==> src/rtl/srx_pkg.sv <==
package srx_pkg;
  localparam int MAX_DATA_W = 8;

  typedef enum logic [2:0] {
    ST_IDLE,
    ST_START,
    ST_DATA,
    ST_PAR,
    ST_STOP,
    ST_WAITHI
  } rxState_t;

  // strobes from control to datapath
  typedef struct packed {
    logic clearShift;
    logic takeData;
    logic takeParity;
    logic finish;
  } rxStrobe_t;

  typedef struct packed {
    logic [MAX_DATA_W-1:0] data;
    logic                  parityErr;
    logic                  frameErr;
    logic                  breakSeen;
  } rxEntry_t;
endpackage

==> src/rtl/srx_ctrl.sv <==
module srx_ctrl
  import srx_pkg::*;
#(
  parameter int OVERSAMPLE = 16
) (
  input  logic      clk,
  input  logic      rst,
  input  logic      sampleTick,
  input  logic      lineBit,
  input  logic [1:0] cfgDataLen,
  input  logic      cfgParityEn,
  output rxStrobe_t strobe
);
  localparam int CNT_W = $clog2(OVERSAMPLE);
  localparam logic [CNT_W-1:0] MID_CNT  = CNT_W'(OVERSAMPLE / 2 - 1);
  localparam logic [CNT_W-1:0] LAST_CNT = CNT_W'(OVERSAMPLE - 1);

  rxState_t         state, stateNext;
  logic [CNT_W-1:0] tickCnt, cntNext;
  logic [2:0]       bitIdx, bitNext;
  logic [2:0]       lastBit;

  assign lastBit = {1'b1, cfgDataLen};

  always_comb begin
    stateNext = state;
    cntNext   = tickCnt;
    bitNext   = bitIdx;
    strobe    = '0;
    if (sampleTick) begin
      unique case (state)
        ST_IDLE: begin
          if (!lineBit) begin
            stateNext         = ST_START;
            cntNext           = '0;
            strobe.clearShift = 1'b1;
          end
        end
        ST_START: begin
          if (tickCnt == MID_CNT) begin
            cntNext = '0;
            bitNext = '0;
            stateNext = lineBit ? ST_IDLE : ST_DATA;
          end else begin
            cntNext = tickCnt + 1'b1;
          end
        end
        ST_DATA: begin
          if (tickCnt == LAST_CNT) begin
            cntNext         = '0;
            strobe.takeData = 1'b1;
            if (bitIdx == lastBit) stateNext = cfgParityEn ? ST_PAR : ST_STOP;
            else                   bitNext   = bitIdx + 1'b1;
          end else begin
            cntNext = tickCnt + 1'b1;
          end
        end
        ST_PAR: begin
          if (tickCnt == LAST_CNT) begin
            cntNext           = '0;
            strobe.takeParity = 1'b1;
            stateNext         = ST_STOP;
          end else begin
            cntNext = tickCnt + 1'b1;
          end
        end
        ST_STOP: begin
          if (tickCnt == LAST_CNT) begin
            cntNext       = '0;
            strobe.finish = 1'b1;
            stateNext     = lineBit ? ST_IDLE : ST_WAITHI;
          end else begin
            cntNext = tickCnt + 1'b1;
          end
        end
        ST_WAITHI: begin
          if (lineBit) stateNext = ST_IDLE;
        end
        default: stateNext = ST_IDLE;
      endcase
    end
  end

  always_ff @(posedge clk) begin
    if (rst) begin
      state   <= ST_IDLE;
      tickCnt <= '0;
      bitIdx  <= '0;
    end else begin
      state   <= stateNext;
      tickCnt <= cntNext;
      bitIdx  <= bitNext;
    end
  end

  // a start not confirmed at mid-bit is abandoned
  a_r1_false_start: assert property (@(posedge clk) disable iff (rst)
    (sampleTick && state == ST_START && tickCnt == MID_CNT && lineBit) |=> state == ST_IDLE);

  // after a low stop bit the receiver holds until the line is high
  a_r7_hold_low: assert property (@(posedge clk) disable iff (rst)
    (state == ST_WAITHI && !lineBit) |=> state == ST_WAITHI);

  // at most one datapath strobe per cycle
  a_r2_one_strobe: assert property (@(posedge clk) disable iff (rst)
    $onehot0(strobe));

  // a frame completes only from the stop state
  a_r6_finish_from_stop: assert property (@(posedge clk) disable iff (rst)
    strobe.finish |=> ($past(state) == ST_STOP));
endmodule

==> src/rtl/srx_datapath.sv <==
module srx_datapath
  import srx_pkg::*;
#(
  parameter int SYNC_STAGES = 2
) (
  input  logic       clk,
  input  logic       rst,
  input  logic       rxLine,
  input  rxStrobe_t  strobe,
  input  logic [1:0] cfgDataLen,
  input  logic       cfgParityEn,
  input  logic       cfgEvenSel,
  input  logic       cfgStick,
  output logic       lineBit,
  output rxEntry_t   entry
);
  logic [SYNC_STAGES-1:0]  syncChain;
  logic [MAX_DATA_W-1:0]   shiftReg;
  logic                    parBit;
  logic [MAX_DATA_W-1:0]   aligned;
  logic [1:0]              shAmt;
  logic                    dataOnes;

  always_ff @(posedge clk) begin
    if (rst) syncChain <= '1;
    else     syncChain <= {syncChain[SYNC_STAGES-2:0], rxLine};
  end
  assign lineBit = syncChain[SYNC_STAGES-1];

  always_ff @(posedge clk) begin
    if (rst) begin
      shiftReg <= '0;
      parBit   <= 1'b0;
    end else if (strobe.clearShift) begin
      shiftReg <= '0;
      parBit   <= 1'b0;
    end else if (strobe.takeData) begin
      shiftReg <= {lineBit, shiftReg[MAX_DATA_W-1:1]};
    end else if (strobe.takeParity) begin
      parBit <= lineBit;
    end
  end

  // a short word sits in the top bits; move it down
  assign shAmt    = 2'd3 - cfgDataLen;
  assign aligned  = shiftReg >> shAmt;
  assign dataOnes = ^aligned;

  always_comb begin
    entry.data = aligned;
    if (!cfgParityEn)  entry.parityErr = 1'b0;
    else if (cfgStick) entry.parityErr = (parBit != !cfgEvenSel);
    else               entry.parityErr = dataOnes ^ parBit ^ !cfgEvenSel;
    entry.frameErr  = !lineBit;
    entry.breakSeen = !lineBit && (aligned == '0) && (!cfgParityEn || !parBit);
  end
endmodule

==> src/rtl/srx_fifo.sv <==
module srx_fifo
  import srx_pkg::*;
#(
  parameter int DEPTH = 16
) (
  input  logic     clk,
  input  logic     rst,
  input  logic     clear,
  input  logic     push,
  input  rxEntry_t pushEntry,
  input  logic     pop,
  output rxEntry_t headEntry,
  output logic     notEmpty,
  output logic     overrun
);
  localparam int PTR_W = $clog2(DEPTH);
  localparam int CNT_W = $clog2(DEPTH + 1);

  rxEntry_t         mem [DEPTH];
  logic [PTR_W-1:0] wrPtr, rdPtr;
  logic [CNT_W-1:0] count;
  logic             full, doPush, doPop;

  assign full     = (count == CNT_W'(DEPTH));
  assign notEmpty = (count != '0);
  assign doPush   = push && !full;
  assign doPop    = pop && notEmpty;
  assign headEntry = mem[rdPtr];

  always_ff @(posedge clk) begin
    if (doPush && !clear && !rst) mem[wrPtr] <= pushEntry;
  end

  always_ff @(posedge clk) begin
    if (rst || clear) begin
      wrPtr   <= '0;
      rdPtr   <= '0;
      count   <= '0;
      overrun <= 1'b0;
    end else begin
      if (doPush) wrPtr <= (wrPtr == PTR_W'(DEPTH - 1)) ? '0 : wrPtr + 1'b1;
      if (doPop)  rdPtr <= (rdPtr == PTR_W'(DEPTH - 1)) ? '0 : rdPtr + 1'b1;
      count <= count + CNT_W'(doPush) - CNT_W'(doPop);
      if (push && full) overrun <= 1'b1;
    end
  end

  // a push into a full FIFO raises overrun
  a_r9_overrun_set: assert property (@(posedge clk) disable iff (rst)
    (push && full && !clear) |=> overrun);

  // clear leaves the FIFO empty with overrun low
  a_r10_clear_empties: assert property (@(posedge clk) disable iff (rst)
    clear |=> (!notEmpty && !overrun));

  // a lone pop removes exactly one entry
  a_r8_pop_one: assert property (@(posedge clk) disable iff (rst)
    (pop && notEmpty && !push && !clear) |=> count == $past(count) - 1'b1);

  // overrun is sticky until clear
  a_r9_overrun_sticky: assert property (@(posedge clk) disable iff (rst)
    (overrun && !clear) |=> overrun);
endmodule

==> src/rtl/serial_rx_top.sv <==
module serial_rx_top
  import srx_pkg::*;
#(
  parameter int OVERSAMPLE = 16,
  parameter int FIFO_DEPTH = 16
) (
  input  logic       clk,
  input  logic       rst,
  input  logic       sampleTick,
  input  logic       rxLine,
  input  logic [1:0] cfgDataLen,
  input  logic       cfgParityEn,
  input  logic       cfgEvenSel,
  input  logic       cfgStick,
  input  logic       fifoClear,
  input  logic       rdPop,
  output logic [7:0] rdData,
  output logic       dataReady,
  output logic       parityErr,
  output logic       frameErr,
  output logic       breakFlag,
  output logic       overrunErr
);
  rxStrobe_t strobe;
  rxEntry_t  newEntry, headEntry;
  logic      lineBit, notEmpty;

  srx_ctrl #(.OVERSAMPLE(OVERSAMPLE)) u_ctrl (
    .clk(clk), .rst(rst), .sampleTick(sampleTick), .lineBit(lineBit),
    .cfgDataLen(cfgDataLen), .cfgParityEn(cfgParityEn), .strobe(strobe)
  );

  srx_datapath #(.SYNC_STAGES(2)) u_dp (
    .clk(clk), .rst(rst), .rxLine(rxLine), .strobe(strobe),
    .cfgDataLen(cfgDataLen), .cfgParityEn(cfgParityEn),
    .cfgEvenSel(cfgEvenSel), .cfgStick(cfgStick),
    .lineBit(lineBit), .entry(newEntry)
  );

  srx_fifo #(.DEPTH(FIFO_DEPTH)) u_fifo (
    .clk(clk), .rst(rst), .clear(fifoClear), .push(strobe.finish),
    .pushEntry(newEntry), .pop(rdPop), .headEntry(headEntry),
    .notEmpty(notEmpty), .overrun(overrunErr)
  );

  assign dataReady = notEmpty;
  assign rdData    = headEntry.data & {8{notEmpty}};
  assign parityErr = headEntry.parityErr & notEmpty;
  assign frameErr  = headEntry.frameErr & notEmpty;
  assign breakFlag = headEntry.breakSeen & notEmpty;

  // no flag shows while the FIFO is empty
  a_r12_flags_quiet: assert property (@(posedge clk) disable iff (rst)
    !dataReady |-> !(parityErr || frameErr || breakFlag));
endmodule

==> config.mk <==
export PLATFORM = sky130hd
export DESIGN_NAME = serial_rx_top
export DESIGN_NICKNAME = d
export VERILOG_FILES = /design/src/rtl/srx_pkg.sv /design/src/rtl/srx_ctrl.sv /design/src/rtl/srx_datapath.sv /design/src/rtl/srx_fifo.sv /design/src/rtl/serial_rx_top.sv
export SDC_FILE = /design/constraint.sdc
export NUM_CORES = 1
export LEC_CHECK = 0
export ABC_AREA = 1
export CAP_MARGIN = 20
export CORE_UTILIZATION = 66
export CTS_BUF_LIST = sky130_fd_sc_hd__clkbuf_4 sky130_fd_sc_hd__clkbuf_8 sky130_fd_sc_hd__clkbuf_16
export DETAILED_ROUTE_END_ITERATION = 16
export PLACE_DENSITY = 0.94
export REMOVE_ABC_BUFFERS = 1
export SYNTH_ARGS = -nofsm -noshare
export SYNTH_HDL_FRONTEND = slang
export SYNTH_SLANG_ARGS = --single-unit
==> constraint.sdc <==
create_clock -name clk -period 7.8 [get_ports clk]
set_input_delay 1.17 -clock clk [delete_from_list [all_inputs] [get_ports clk]]
set_output_delay 1.17 -clock clk [all_outputs]
set_load 0.02 [all_outputs]
==> reports/metrics.csv, run 1 <==
metric,value,unit
fp.dieH,121.9,um
setup_ws,2.886,ns
rows,43,
max_slew_margin,0.3290,
cts-htree-levels,1,
wire_per_inst,19.21,um
finalCritPeriodShare,0.6299,
max_freq,203.5,MHz
dieArea,14850,um^2
yosysUniqueCellTypes,35,
setup_tns,0,ns
synth_largest_area_cell,edfxtp_1,
crit_path_start_kind,register,
tightest_slew,1.003,ns
required,6.63,ns
whs,0.4653,ns
core-area,13930,um^2
antenna_left,0,
powerDensity,293.3,nW/um^2
cts_tree,built,
synth_fa_ha_area_frac,0.02455,
crit_arrival,3.74,ns
rsz0062_at_grt,false,
rr_startpoint,u_dp.shiftReg[6]$_SDFFE_PP0P_,
drive_gt1_frac,0.08723,
ys_seq_area_frac,0.6398,
via_per_inst,6.121,
worst_ir_drop_vdd,0.2921,mV
finalSetupViolCount,0,
cp_max_fo,89,
end_kind,output pin,
drtIter0Drc,1120,
fp.dieW,121.9,um
ioPinCount,24,
synth.avg_cell_area,10.30,um^2
synthToLayoutAreaGrowth,12.05,%
worst-r2r-cell-count,12,
status,"finished, final reports clean",
ys_seq_elements,215,
cts-hold-fix-buffers,0,
skew,0.01541,ns
r2r_end,u_fifo.mem[15][2]$_DFFE_PP_,
wl_met2,10.99,mm
yosysTopAreaCellShare,0.5575,
io_buffers,23,
synth_cells,920,
synth_xor_area_frac,0.01016,
start_util,0.6803,
first_pass_iters,6,
wl_met3,2.193,mm
postCtsResizedCells,0,
place_hpwl,12.56,mm
ys_top_cells_by_area,"edfxtp_1 (56%), nand2_1 (10%), dfxtp_1 (8.2%)",
cts_sinks,215,
overflow,0,
antenna_cells_inserted,0,
wl_met1,8.033,mm
root_buffer,clkbuf_16,
synth-compound-area-share,0.04844,
place_ws,3.038,ns
synthMuxAreaShare,0,
crit_type,register to output pin,
min_from,u_dp.syncChain[0]$_SDFF_PP1_,
cts_buffer_depth,3,
leakage,4.049,nW
vias,6996,
final_core_util,0.7623,
grt_max_degree,90,
final.min_clock_period,4.914,ns
wirelength,21.95,mm
clk_latency,0.50,ns
drc,0,
antenna_found_initial,0,
min_path_cells,1,
synth_top_family_by_area,simple AND/OR/NAND/NOR gates,
r2r_slack,4.38,ns
routabilityCongestion,0.9085,
place_inst,1095,
numCtsBuffers,21,
final_nets,978,
stdcell_count,1143,
grt_usage,0.3048,
hold_class,register to register,
ys_warn_count,0,
grt_pass1_wl,34.17,mm
cts_setup_buffers,0,
hold_end,u_dp.syncChain[1]$_SDFF_PP1_,
clkTransAtPathRegs,0.06,ns
synth_area,9480,um^2
dr.max_layer_used,met4,
yosys.area_share.simple,0.2286,
grt_pass1_vias,6857,
hold_viol,0,
drv_cap,0,
finalMaxSlewViolations,0,
metrics by stage:
step,cell area [um^2],total power [mW]
global route,10620,3.243
floorplan,9274,1.853
global placement,9806,2.055
detailed placement,9824,2.088
CTS,10520,3.103
finish,10620,3.116
registers in the layout, indices dropped and copies added (netlist names), named ones only:
signal          cells
u_fifo.overrun      1
u_fifo.rdPtr        4
u_dp.shiftReg       8
u_ctrl.state        3
u_dp.syncChain      2
u_ctrl.bitIdx       3
u_fifo.mem        176
u_fifo.wrPtr        4
u_fifo.count        5
u_ctrl.tickCnt      4
u_dp.parBit         1
cells in the final DEF, fill, tap and decap left out, types with 5 or more instances in the layout:
cell             netlist  layout
buf_6                  2       6
o21a_1                11      11
xor2_1                 7       7
a211oi_1              11      11
nand4_1                5       5
buf_4                  6      17
nand2_1              252     252
inv_2                  7       7
dfxtp_1               39      38
ha_1                  17      17
o21ai_0               18      18
inv_1                 54      54
nand3_1              151     151
edfxtp_1             176     176
clkdlybuf4s50_1        0      23
clkbuf_16              0      21
nor2_1                64      63
a21oi_1               36      36
worst max-delay path by stage:
stage                        from                           to  cells after the start
floorplan                register                    rdData[1]                      6
global placement    cfgDataLen[0]  u_fifo.mem[13][2]$_DFFE_PP_                     11
detailed placement  cfgDataLen[0]  u_fifo.mem[13][2]$_DFFE_PP_                     11
CTS                      register                    breakFlag                      9
global route             register                    rdData[5]                      9
finish                   register                     frameErr                      9
kinds of logic (layout without fill, tap and decap cells):
kind of cell	Yosys count	in the layout
AOI/OAI and AO/OA	80	80
xor gates and xnor gates	11	11
adders and majority gates	18	18
buffers and inverters	103	146
DFF	215	215
and+or+nand+nor	493	493
critical path, stage by stage, from the launching register on:
cell and delay, ns:
dfxtp_2 0.31, buf_4 0.37, inv_2 0.47, buf_4 0.63, nand2_1 0.12, nand3_1 0.10
nand3_1 0.09, a21oi_1 0.26, o21a_1 0.19, clkdlybuf4s50_1 0.61
cells in the mapped netlist (all sizes together):
cell      n
ha       17
or2       2
a211oi   11
nand3b    3
a21oi    36
edfxtp  176
nor3      2
nand2   258
clkbuf   12
dfxtp    39
xnor2     4
nor2     71
bufinv    1
fa        1
buf      28
o211ai    1
inv      62
xor2      7
o21a     11
a31oi     1
nand3   152
nand4     5
o21ai    20
power breakdown:
part	switching, mW	internal [mW]	total (mW)
sequential	0.0364	1.27	1.31
clock	0.407	0.607	1.01
combinational	0.521	0.272	0.793
total	0.965	2.15	3.12
routing by layer:
| metal | GRT usage | up-vias |
|---|---|---|
| met5 | 0 | - |
| met1 | 0.3898 | 3250 |
| met2 | 0.5071 | 474 |
| li1 | - | 3192 |
| met4 | 0.1528 | 0 |
| met3 | 0.04822 | 80 |
layout make-up:
cell class,count,area [um^2]
Multi-Input combinational cell,602,2958
Sequential cell,215,6067
Clock buffer,28,603.1
Tap cell,180,225.2
Clock inverter,9,91.34
Fill cell,836,3312
Inverter,63,252.7
Timing Repair Buffer,46,425.4
Note: power is estimated with default switching activity, not from simulation.
==> run 2: changes to the inputs <==
- CORE_UTILIZATION: 66 -> 56
- PLACE_DENSITY: 0.94 -> 0.86
- clock period: 7.8 -> 4.5 ns (I/O delays scaled with it)
==> run 2 against run 1 <==
Sequential share of layout area is 0.45 points lower. Sequential power up 73%. Routed wire length down 8.1%. Flip-flop and latch count is the same. Highest routed layer unchanged. First-iteration DRC count shrank 29%. Clock power increased by 84%. Largest power group unchanged. Final area is 0.80% higher. Largest cell class unchanged. Critical endpoint is now rdData[6].
==> reports/metrics.csv, run 2 (synthesis results as in run 1) <==
metric,value,unit
status,"finished, final reports clean",
final_core_util,0.6457,
wirelength,20.19,mm
fp.dieW,132.1,um
final.min_clock_period,3.754,ns
worst_ir_drop_vdd,0.4385,mV
start_util,0.5717,
core-area,16580,um^2
postCtsResizedCells,0,
drc,0,
cts_buffer_depth,3,
root_buffer,clkbuf_16,
finalInstanceArea,10710,um^2
layout_commonest_cell,nand2_1,
tightest_slew,1.129,ns
max_freq,266.4,MHz
rr_startpoint,u_dp.shiftReg[2]$_SDFFE_PP0P_,
worst-r2r-cell-count,13,
crit_slowest_cell,clkdlybuf4s50_1,
end_kind,output pin,
r2r_end,u_fifo.mem[5][2]$_DFFE_PP_,
rsz0062_at_grt,false,
cp_slowest_stage_delay,0.60,ns
hold_viol,0,
ioPinCount,24,
io_buffers,23,
dieArea,17450,um^2
place_inst,1145,
finalCritPeriodShare,0.8342,
grt_max_degree,89,
first_pass_iters,6,
vias,6701,
finalSetupViolCount,0,
grt_usage,0.2369,
synthToLayoutAreaGrowth,12.95,%
place_hpwl,12.34,mm
antenna_left,0,
crit_arrival,3.08,ns
cts_tree,built,
clk_latency,0.50,ns
p_total,5.478,mW
clkTransAtPathRegs,0.06,ns
critPathMostFrequentCell,nand3_1,
hold_class,register to register,
cts-htree-levels,1,
crit_type,register to output pin,
setup_ws,0.7460,ns
wire_per_inst,17.02,um
cts_setup_buffers,0,
rows,47,
final_cell_mix,"nand2_1 (252), edfxtp_1 (176), nand3_1 (151)",
wl_met2,10.05,mm
powerDensity,511.6,nW/um^2
grt_pass1_vias,6584,
crit_path_start_kind,register,
reg_top3,"u_fifo.mem x176, u_dp.shiftReg x8, u_fifo.count x5",
wl_met1,7.926,mm
cts_sinks,215,
routabilityCongestion,0.8388,
skew,0.01495,ns
max_slew_margin,0.2445,
dr.max_layer_used,met4,
whs,0.4121,ns
cp_max_fo,45,
overflow,0,
finalMaxSlewViolations,0,
drtIter0Drc,798,
stdcell_count,1186,
numCtsBuffers,22,
cts-hold-fix-buffers,0,
wl_met3,1.572,mm
min_path_cells,1,
path_cells,inv_2 > buf_4 > nand2_1 > nand3_1 > nand3_1 > a21oi_1 > o21a_1 > clkdlybuf4s50_1,
hold_end,u_dp.syncChain[1]$_SDFF_PP1_,
place_ws,0.6120,ns
placedInstanceArea,9946,um^2
grt_pass1_wl,32.31,mm
final_nets,979,
largest_register_ffs,176,
required,3.83,ns
antenna_cells_inserted,0,
fp.dieH,132.1,um
drive_gt1_frac,0.09006,
via_per_inst,5.650,
leakage,4.065,nW
regMostFlops,u_fifo.mem,
drv_cap,0,
setup_tns,0,ns
r2r_slack,1.56,ns
min_from,u_dp.syncChain[0]$_SDFF_PP1_,
antenna_found_initial,0,
-- run 2: cell count changes in the layout (fill, tap and decap cells not counted), sizes merged --
cell,previous run,this run
clkbuf,28,25
clkinv,7,9
clkinvlp,0,2
bufinv,3,4
inv,62,63
-- run 2: worst max-delay path, delay by kind of cell, from the launching register on --
family | cells | cell delay (ns)
buffers and inverters | 3 | 1.55
AO/OA/AOI/OAI | 2 | 0.43
flip-flops | 1 | 0.33
AND/OR/NAND/NOR | 3 | 0.26
-- run 2: layout make-up --
class / count / area, um^2
clock buffers: 25 / 590.6
clock inverters: 15 / 160.2
fillers: 1181 / 5876
inverters: 63 / 252.7
multi-input cells: 602 / 2955
flip-flops and latches: 215 / 6067
well taps: 220 / 275.3
repair buffers: 46 / 406.6
-- run 2: where the power goes --
group	switching, mW	total [mW]	internal (mW)
sequential	0.0629	2.27	2.20
combinational	0.869	1.36	0.486
clock	0.735	1.86	1.12
total	1.67	5.48	3.81
-- run 2: worst max path at each step --
| stage | from | to | slack (ns) | depth (start not counted) |
|---|---|---|---|---|
| finish | register | rdData[6] | 0.75 | 8 |
| global route | register | rdData[5] | 0.55 | 8 |
| CTS | register | rdData[6] | 0.73 | 8 |
| detailed placement | cfgDataLen[0] | u_fifo.mem[2][2]$_DFFE_PP_ | 0.61 | 12 |
| global placement | cfgDataLen[0] | u_fifo.mem[1][2]$_DFFE_PP_ | 0.72 | 12 |
| floorplan | register | rdData[1] | 0.52 | 6 |
-- run 2: routing by layer --
metal	vias to the layer above	global-route usage
met5	-	0
met4	0	0.1092
met3	58	0.03345
met2	322	0.4112
met1	3122	0.2945
li1	3199	-
==> run 3: changes to the inputs <==
- CORE_UTILIZATION: 56 -> 62
- PLACE_DENSITY: 0.86 -> 0.9
- clock period: 4.5 -> 3.5 ns (I/O delays scaled with it)
==> run 3 against run 2 <==
Flip-flop and latch count unchanged. Non-clock buffer count increased by 7. Clock-buffer cell count unchanged. Utilization increased by 8.4 points. Largest power group unchanged. Setup slack got worse by 0.60 ns. Global-route usage increased by 2.6 points. Combinational power increased by 30%. Clock skew decreased by 0.0028 ns. Highest routed layer unchanged.
==> reports/metrics.csv, run 3 (synthesis results as in run 1) <==
metric,value,unit
min_from,u_dp.syncChain[0]$_SDFF_PP1_,
powerDensity,656.0,nW/um^2
min_path_cells,1,
rsz0062_at_grt,false,
cp_slowest_stage_delay,0.61,ns
crit_arrival,2.83,ns
path_cells,inv_2 > buf_12 > nand2_1 > nand3_1 > nand3_1 > a21oi_1 > o21a_1 > clkdlybuf4s50_1,
critPathMostFrequentCell,nand3_1,
largest_register_ffs,176,
cts_setup_buffers,0,
root_buffer,clkbuf_16,
p_total,7.038,mW
first_pass_iters,5,
drv_cap,0,
place_hpwl,12.19,mm
antenna_found_initial,0,
antenna_cells_inserted,0,
numCtsBuffers,22,
via_per_inst,5.866,
reg_top3,"u_fifo.mem x176, u_dp.shiftReg x8, u_fifo.count x5",
cts_tree,built,
regArea,6067,um^2
regMostFlops,u_fifo.mem,
hold_viol,0,
final.min_clock_period,3.353,ns
vias,6764,
grt_pass1_vias,6644,
crit_slowest_cell,clkdlybuf4s50_1,
crit_type,register to output pin,
layout_commonest_cell,nand2_1,
routabilityCongestion,0.9140,
finalCritPeriodShare,0.9580,
finalSetupViolCount,0,
clkTransAtPathRegs,0.06,ns
wire_per_inst,17.61,um
io_buffers,23,
synthToLayoutAreaGrowth,13.16,%
r2r_slack,0.83,ns
max_freq,298.3,MHz
final_cell_mix,"nand2_1 (252), edfxtp_1 (176), nand3_1 (151)",
max_slew_margin,0.4147,
start_util,0.6450,
multi_input_area,2958,um^2
ioPinCount,24,
grt_max_degree,89,
critical_path.top_delay_family,buffers and inverters,
final_nets,986,
leakage,4.099,nW
fp.dieW,125.7,um
rows,44,
tightest_slew,0.8779,ns
whs,0.4088,ns
r2r_end,u_fifo.count[4]$_SDFF_PP0_,
required,2.97,ns
clk_latency,0.50,ns
path_buf_inv,3,
finalMaxSlewViolations,0,
cp_max_fo,41,
worst_ir_drop_vdd,0.4842,mV
antenna_left,0,
status,"finished, final reports clean",
wirelength,20.30,mm
overflow,0,
cts_buffer_depth,3,
drive_gt1_frac,0.09494,
cts-hold-fix-buffers,0,
end_kind,output pin,
grt_usage,0.2627,
core-area,14700,um^2
dieArea,15790,um^2
crit_path_start_kind,register,
drc,0,
skew,0.01212,ns
hold_class,register to register,
drtIter0Drc,787,
fp.dieH,125.7,um
cts-htree-levels,1,
hold_end,u_dp.syncChain[1]$_SDFF_PP1_,
worst-r2r-cell-count,14,
rr_startpoint,u_fifo.count[3]$_SDFF_PP0_,
grt_pass1_wl,32.26,mm
nFillCells,939,
cts_sinks,215,
## run 3: cell types whose count changed in the layout (fill, tap and decap cells not counted), sizes merged
cell      before  now
buf           23   30
clkinv         9    5
clkinvlp       2    3
inv           63   62
## run 3: layout make-up
class	instances	area share
timing repair buffer	53	0.04595
inverter	63	0.02356
multi-input combinational	602	0.2757
clock buffer	25	0.05505
tap	184	0.02146
sequential	215	0.5655
clock inverter	11	0.01271
## run 3: through the flow
stage	util	area (um^2)	TNS (ns)	std cells	setup slack, ns
global route	0.7298	10730	0	1153	0.1050
global placement	0.6802	9998	0	1117	0.1368
CTS	0.7297	10730	0	1153	0.1786
finish	0.7298	10730	0	1153	0.1472
floorplan	-	9274	-3.573	880	-0.3275
detailed placement	0.6802	9998	-0.7007	1117	-0.04414
## run 3: worst reg2reg max path: stages, from the launching register on
cell     delay [ns]
dfxtp_1        0.32
inv_1          0.09
ha_1           0.18
nand4_1        0.10
buf_4          0.21
nand2_1        0.14
inv_1          0.12
ha_1           0.30
inv_1          0.04
ha_1           0.23
fa_1           0.43
nand3_1        0.10
nand2_1        0.08
o21ai_0        0.17
a21oi_1        0.06
## run 3: how the worst max path moves through the flow
stage	depth (start not counted)	start	slack (ns)	end
floorplan	6	register	-0.33	rdData[1]
global placement	11	cfgDataLen[0]	0.14	u_fifo.mem[0][2]$_DFFE_PP_
detailed placement	11	cfgDataLen[0]	-0.04	u_fifo.mem[0][2]$_DFFE_PP_
CTS	8	register	0.18	rdData[0]
global route	8	register	0.10	rdData[0]
finish	8	register	0.15	rdData[0]
## run 3: where the power goes
group	switching [mW]	internal [mW]
Combinational	1.13	0.641
Clock	0.921	1.43
Sequential	0.0844	2.83
## run 3: per-layer routing
metal | global-route usage | vias to the layer above | part of all wire
li1 | - | 3211 | -
met1 | 0.3303 | 3149 | 0.39
met2 | 0.4601 | 349 | 0.50
met3 | 0.03611 | 55 | 0.082
met4 | 0.1083 | 0 | 0.028
met5 | 0 | - | 0
## run 3: timing repair
item	4_1_cts	5_1_grt
setup endpoints to repair	0	16
gates resized for setup	0	1
hold endpoints to repair	0	0
